$ cat config.mk
export PLATFORM = sky130hd
export DESIGN_NAME = zq_cal_ctrl
export DESIGN_NICKNAME = d
export VERILOG_FILES = /design/src/rtl/zq_cal_pkg.sv /design/src/rtl/zq_eval_timer.sv /design/src/rtl/zq_target.sv /design/src/rtl/zq_apply.sv /design/src/rtl/zq_warmup.sv /design/src/rtl/zq_cal_ctrl.sv
export SDC_FILE = /design/constraint.sdc
export NUM_CORES = 1
export LEC_CHECK = 0
export ABC_AREA = 1
export BUFFER_PORTS_ARGS = -buffer_cell sky130_fd_sc_hd__buf_2
export CAP_MARGIN = 10
export CORE_MARGIN = 10
export CORE_UTILIZATION = 53
export DETAILED_ROUTE_END_ITERATION = 12
export PLACE_DENSITY = 0.77
export SYNTH_ARGS = -nofsm -noshare
export SYNTH_HDL_FRONTEND = slang
export SYNTH_SLANG_ARGS = --single-unit
$ cat constraint.sdc
create_clock -name clk -period 1.4 [get_ports clk]
set_clock_uncertainty 0.15 [all_clocks]
set_input_delay 0.07 -clock clk [delete_from_list [all_inputs] [get_ports clk]]
set_output_delay 0.07 -clock clk [all_outputs]
set_load 0.02 [all_outputs]
$ cat src/rtl/zq_cal_pkg.sv
package zq_cal_pkg;

    localparam int unsigned CODE_W = 5;

    typedef logic [CODE_W-1:0] zq_code_t;

    localparam zq_code_t CODE_MID = zq_code_t'(1 << (CODE_W - 1));
    localparam zq_code_t CODE_MAX = '1;
    localparam zq_code_t CODE_MIN = '0;

    typedef enum logic [1:0] {
        DIR_HOLD = 2'd0,
        DIR_UP   = 2'd1,
        DIR_DN   = 2'd2
    } zq_dir_e;

    typedef struct packed {
        logic wr;
        logic desel;
        logic oe_dis;
    } hiz_src_t;

    function automatic zq_dir_e decode_dir(input logic up, input logic dn);
        if (up && !dn) return DIR_UP;
        if (dn && !up) return DIR_DN;
        return DIR_HOLD;
    endfunction

    function automatic zq_code_t step_code(input zq_code_t code, input zq_dir_e dir);
        case (dir)
            DIR_UP:  return (code == CODE_MAX) ? code : code + 1'b1;
            DIR_DN:  return (code == CODE_MIN) ? code : code - 1'b1;
            default: return code;
        endcase
    endfunction

endpackage

$ cat src/rtl/zq_eval_timer.sv
module zq_eval_timer #(
    parameter int unsigned PERIOD = 64
) (
    input  logic clk,
    input  logic rst,
    output logic eval_o
);
    localparam int unsigned CNT_W = (PERIOD > 1) ? $clog2(PERIOD) : 1;
    localparam logic [CNT_W-1:0] LAST = CNT_W'(PERIOD - 1);

    logic [CNT_W-1:0] cnt_q;

    assign eval_o = (cnt_q == LAST);

    always_ff @(posedge clk) begin
        if (rst)         cnt_q <= '0;
        else if (eval_o) cnt_q <= '0;
        else             cnt_q <= cnt_q + 1'b1;
    end
endmodule

$ cat src/rtl/zq_target.sv
module zq_target
    import zq_cal_pkg::*;
(
    input  logic     clk,
    input  logic     rst,
    input  logic     eval_i,
    input  zq_dir_e  dir_i,
    output zq_code_t tgt_o
);
    always_ff @(posedge clk) begin
        if (rst)         tgt_o <= CODE_MID;
        else if (eval_i) tgt_o <= step_code(tgt_o, dir_i);
    end
endmodule

$ cat src/rtl/zq_apply.sv
module zq_apply
    import zq_cal_pkg::*;
(
    input  logic     clk,
    input  logic     rst,
    input  hiz_src_t src_i,
    input  zq_code_t tgt_i,
    output logic     hiz_o,
    output logic     hiz_rise_o,
    output zq_code_t app_o
);
    logic hiz_next;

    assign hiz_next   = src_i.wr | src_i.desel | src_i.oe_dis;
    assign hiz_rise_o = hiz_next & ~hiz_o;

    always_ff @(posedge clk) begin
        if (rst) begin
            hiz_o <= 1'b0;
            app_o <= CODE_MID;
        end else begin
            hiz_o <= hiz_next;
            if (hiz_o) app_o <= tgt_i;
        end
    end
endmodule

$ cat src/rtl/zq_warmup.sv
module zq_warmup #(
    parameter int unsigned CYCLES = 4096
) (
    input  logic clk,
    input  logic rst,
    input  logic hiz_rise_i,
    output logic warm_o,
    output logic cal_o
);
    localparam int unsigned CNT_W = $clog2(CYCLES + 1);
    localparam logic [CNT_W-1:0] DONE = CNT_W'(CYCLES);

    logic [CNT_W-1:0] cnt_q;

    assign warm_o = (cnt_q == DONE);

    always_ff @(posedge clk) begin
        if (rst) begin
            cnt_q <= '0;
            cal_o <= 1'b0;
        end else begin
            if (!warm_o) cnt_q <= cnt_q + 1'b1;
            if (warm_o && hiz_rise_i) cal_o <= 1'b1;
        end
    end
endmodule

$ cat src/rtl/zq_cal_ctrl.sv
module zq_cal_ctrl
    import zq_cal_pkg::*;
#(
    parameter int unsigned EVAL_PERIOD   = 64,
    parameter int unsigned WARMUP_CYCLES = 4096
) (
    input  logic              clk,
    input  logic              rst,
    input  logic              cmp_up,
    input  logic              cmp_dn,
    input  logic              wr_cyc,
    input  logic              desel_cyc,
    input  logic              oe_dis,
    output logic [CODE_W-1:0] drv_code,
    output logic              cal_done
);
    logic     eval_pulse;
    logic     hiz_q;
    logic     hiz_rise;
    logic     warm;
    zq_code_t tgt_code;
    zq_code_t app_code;
    hiz_src_t src;

    assign src = '{wr: wr_cyc, desel: desel_cyc, oe_dis: oe_dis};

    zq_eval_timer #(.PERIOD(EVAL_PERIOD)) u_timer (
        .clk    (clk),
        .rst    (rst),
        .eval_o (eval_pulse)
    );

    zq_target u_target (
        .clk    (clk),
        .rst    (rst),
        .eval_i (eval_pulse),
        .dir_i  (decode_dir(cmp_up, cmp_dn)),
        .tgt_o  (tgt_code)
    );

    zq_apply u_apply (
        .clk        (clk),
        .rst        (rst),
        .src_i      (src),
        .tgt_i      (tgt_code),
        .hiz_o      (hiz_q),
        .hiz_rise_o (hiz_rise),
        .app_o      (app_code)
    );

    zq_warmup #(.CYCLES(WARMUP_CYCLES)) u_warm (
        .clk        (clk),
        .rst        (rst),
        .hiz_rise_i (hiz_rise),
        .warm_o     (warm),
        .cal_o      (cal_done)
    );

    assign drv_code = app_code;
endmodule

==> impl_results.md <==
* Outcome: complete, but fails checks
* Failing checks: negative setup slack
* Sequential share of the synthesized area at roughly two fifths
* Top cell type by total area after synthesis: dfxtp_1
* Post-route setup slack at -0.0351 ns
* Top Ports at 13
* First-pass GRT wire length at between 5000 and 6000 um
* Gr ovfl total at 0
* Drt drc at 0
* Synth warnings at 0
* First-pass detailed-route iteration total at 4
* Antenna-violating nets left at 0
* Clk root buf: clkbuf_4
* Reg-to-Reg End: u_target.tgt_o[3]$_SDFFE_PP0P_
* Mapped Cells at about 220
* Largest net degree at the start of global routing at 20
* Most used cell, CP: nor2_1
* Max-Cap Viols at 0
* Placed cells at approximately 280
* RePlAce Congestion at roughly 0.84
* Final hold vios at 0
* Hold Crit Depth at 6
* Syn nets at about 240
* Comb pwr share at a little over a tenth
* Design area at about 2000 sq um
* Port Buffer Count at 12
* Critical Path Start Type: flop
* CP Capture Type: flop
* Pint at 1.22 mW
* Vias at about 1500
* Setup WS pre-CTS at -0.137 ns
* Maximum clock path buffer count at 2
* Worst flop-to-flop path startpoint: u_timer.cnt_q[0]$_SDFF_PP0_
* Worst reg2reg path depth at 8
* Crit path max-delay cell type: dfxtp_2
* Worst-path cell chain: ha_4 -> nand2_4 -> nor2_4 -> nand3b_4 -> nor2_8 -> nand2_1 -> nor2_1 -> nor2_1
* Core outline area at 2830 sq um
* Total Routing Usage GR at a little over an eighth
* Reg2Reg Setup Slack at -0.04 ns
* Crit path kind: reg2reg
* Total CTS buffers at 5
* Net switching power at between 0.4 and 0.5 mW
* Die width at approximately 75 um
* Placed inst area at roughly 1800 sq um
* Share of post-route cells with drive strength above 1 at about 28%
* CTS tree: built
* Relative slew slack at around four fifths
* Worst hold path type: in2reg
* CP arrival at 1.52 ns
* Clock power frac at about a third
* Initial Util at between 50% and 60%
* Mapped Area at ~1600 sq um
* Commonest cells after routing, fill and taps aside: 36 x nand2_1, 30 x inv_1, 30 x nor2_1
* DIE HEIGHT at ~75 um
* Placed wire-length estimate at approximately 2300 um
* Synthesis-stage register bit count at 31
* Non-filler instance count after layout at about 290
* Endpoint, Worst Hold: u_target.tgt_o[1]$_SDFFE_PP0P_
* Final setup viols at 3
* Minimum clock period at between 1 and 1.5 ns
* CTS sink cnt at 31
* Cell Pwr Density at 809 nW/um^2
* Cell variety after synth at 30
* Unrepaired setup endpoints after global routing: true
* Slew at the pin closest to its max-slew limit at between 0.3 and 0.4 ns
* Row cnt at 19
* Period utilization at 103%
* WP buf/inv at 0
* CP max FO at 5
* LEAKAGE at 0.949 nW
* Sw frac at around a quarter
* Area share of the largest cell type after synthesis at 38.7%
* CTS H-Tree Depth at 2
* CTS clk-pin slew, worst paths at ~0.090 ns
* Max Freq at roughly 700 MHz
* Total power at roughly 1.6 mW
* Initial antenna violation count at 0
* Hold slack at ~0.26 ns
* Worst Path Required at around 1.5 ns
* Antenna diodes at 0
* Crit path largest cell delay at 0.36 ns
* Delay-heaviest family, CP: simple AND/OR/NAND/NOR gates
* VDD IR max at about 0.00062 V
* Vias in the first global route at 1441
* Worst Min Path Start: cmp_dn
* Iteration-0 DRC Markers at ~130
* Avg Cell Area, Syn at between 7 and 8 sq um
* Routed len/inst at 11.6 um
* Area Overhead vs Synth at 26.1%
* Die area at approximately 5600 sq um
* Top area cells in the synthesized netlist: dfxtp_1 39%, nand2_1 8.9%, nor2_1 7.7%
* Routed wire length at 3390 um
* Drt via density at between 5 and 6
* Pins Over Slew Limit at 0
* Flop pwr share at between 50% and 60%
* Final Net Count at around 280
* Most common cell after layout, fill and taps aside: nand2_1
* Clk_lat worst skew at 0.33 ns
[synth_stat cells]
| master | count |
|---|---|
| a21o_1 | 1 |
| a21oi_1 | 12 |
| a21oi_2 | 1 |
| a31oi_1 | 4 |
| buf_2 | 2 |
| buf_4 | 1 |
| dfxtp_1 | 31 |
| ha_1 | 7 |
| inv_1 | 32 |
| inv_2 | 4 |
| nand2_1 | 38 |
| nand2_2 | 1 |
| nand3_1 | 15 |
| nand3_2 | 1 |
| nand3b_4 | 1 |
| nand4_1 | 4 |
| nor2_1 | 33 |
| nor2_2 | 3 |
| nor2_4 | 2 |
| nor2_8 | 1 |
| nor3_1 | 6 |
| nor3_2 | 1 |
| nor3b_1 | 1 |
| o211a_1 | 1 |
| o211ai_1 | 1 |
| o21ai_0 | 10 |
| o21ai_1 | 4 |
| o21ai_2 | 1 |
| xnor2_1 | 2 |
| xor2_1 | 2 |
[worst max path at each step]
stage / startpoint / endpoint / slack, ns / cells past startpoint
final: u_timer.cnt_q[0]$_SDFF_PP0_ / u_target.tgt_o[3]$_SDFFE_PP0P_ / -0.04 / 8
after global routing: u_target.tgt_o[1]$_SDFFE_PP0P_ / u_target.tgt_o[2]$_SDFFE_PP0P_ / -0.13 / 9
after CTS: u_timer.cnt_q[1]$_SDFF_PP0_ / u_target.tgt_o[3]$_SDFFE_PP0P_ / -0.03 / 8
after detailed placement: cmp_up / u_target.tgt_o[4]$_SDFFE_PP1P_ / -0.14 / 12
after global placement: cmp_up / u_target.tgt_o[4]$_SDFFE_PP1P_ / -0.07 / 12
after floorplan: u_timer.cnt_q[0]$_SDFF_PP0_ / u_target.tgt_o[3]$_SDFFE_PP0P_ / 0.006 / 8
[cell type report]
type                            instances  area [sq um]
Inverter                               36           135
Multi-Input combinational cell        154           922
Clock inverter                          1          5.00
Sequential cell                        31           632
Tap cell                               31          38.8
Clock buffer                            6          51.3
Timing Repair Buffer                   34           240
Fill cell                             247           805
[worst min-delay path, cell delays in order]
cell and delay, ns:
buf_2 0.09, buf_4 0.10, ha_1 0.12, nand3b_4 0.18, nor3_1 0.06, nor2_1 0.08
[through the flow]
stage	utilization, %	TNS, ns
2_1_floorplan	-	0
3_3_place_gp	63.3	-0.241
3_5_place_dp	63.3	-0.463
4_1_cts	69.0	-0.0699
5_1_grt	71.6	-0.827
6_report	71.6	-0.0729
[layer usage]
metal  vias up  track usage [%]  routed length (um)
met1       676             16.7                1630
met4         0             6.93                  64
met2        25             21.0                1510
met5         -                0                   0
met3         8             4.73                 185
li1        801                -                   -
[registers in the layout (all words and copies together) (netlist names)]
signal          flops
u_apply.hiz_o       1
u_target.tgt_o      5
u_timer.cnt_q       6
u_apply.app_o       5
u_warm.cal_o        1
u_warm.cnt_q       13
[cell families after synthesis]
kind of cell | count (synthesis) | share of synthesized area [%]
compound gates | 35 | 12.3
xor+xnor | 4 | 2.18
fa+ha+maj | 7 | 5.46
buf+inv | 39 | 9.51
flops | 31 | 38.7
simple gates | 107 | 31.9
[what timing repair did]
action	CTS	global route
hold buffers	5	0
pin swaps	4	12
gates resized for setup	10	13
setup buffers	1	4
hold endpoints to repair	8	0
setup endpoints to repair	7	19
cloned	1	0
[power by group through the flow]
stage / clock (mW) / combinational (mW) / sequential, mW
after floorplan: 0 / 0.0916 / 0.953
after global placement: 0 / 0.148 / 0.946
after detailed placement: 0 / 0.150 / 0.946
final: 0.528 / 0.180 / 0.930
after global routing: 0.586 / 0.206 / 0.934
after CTS: 0.551 / 0.170 / 0.928
Power figures use the tool's default switching activity.
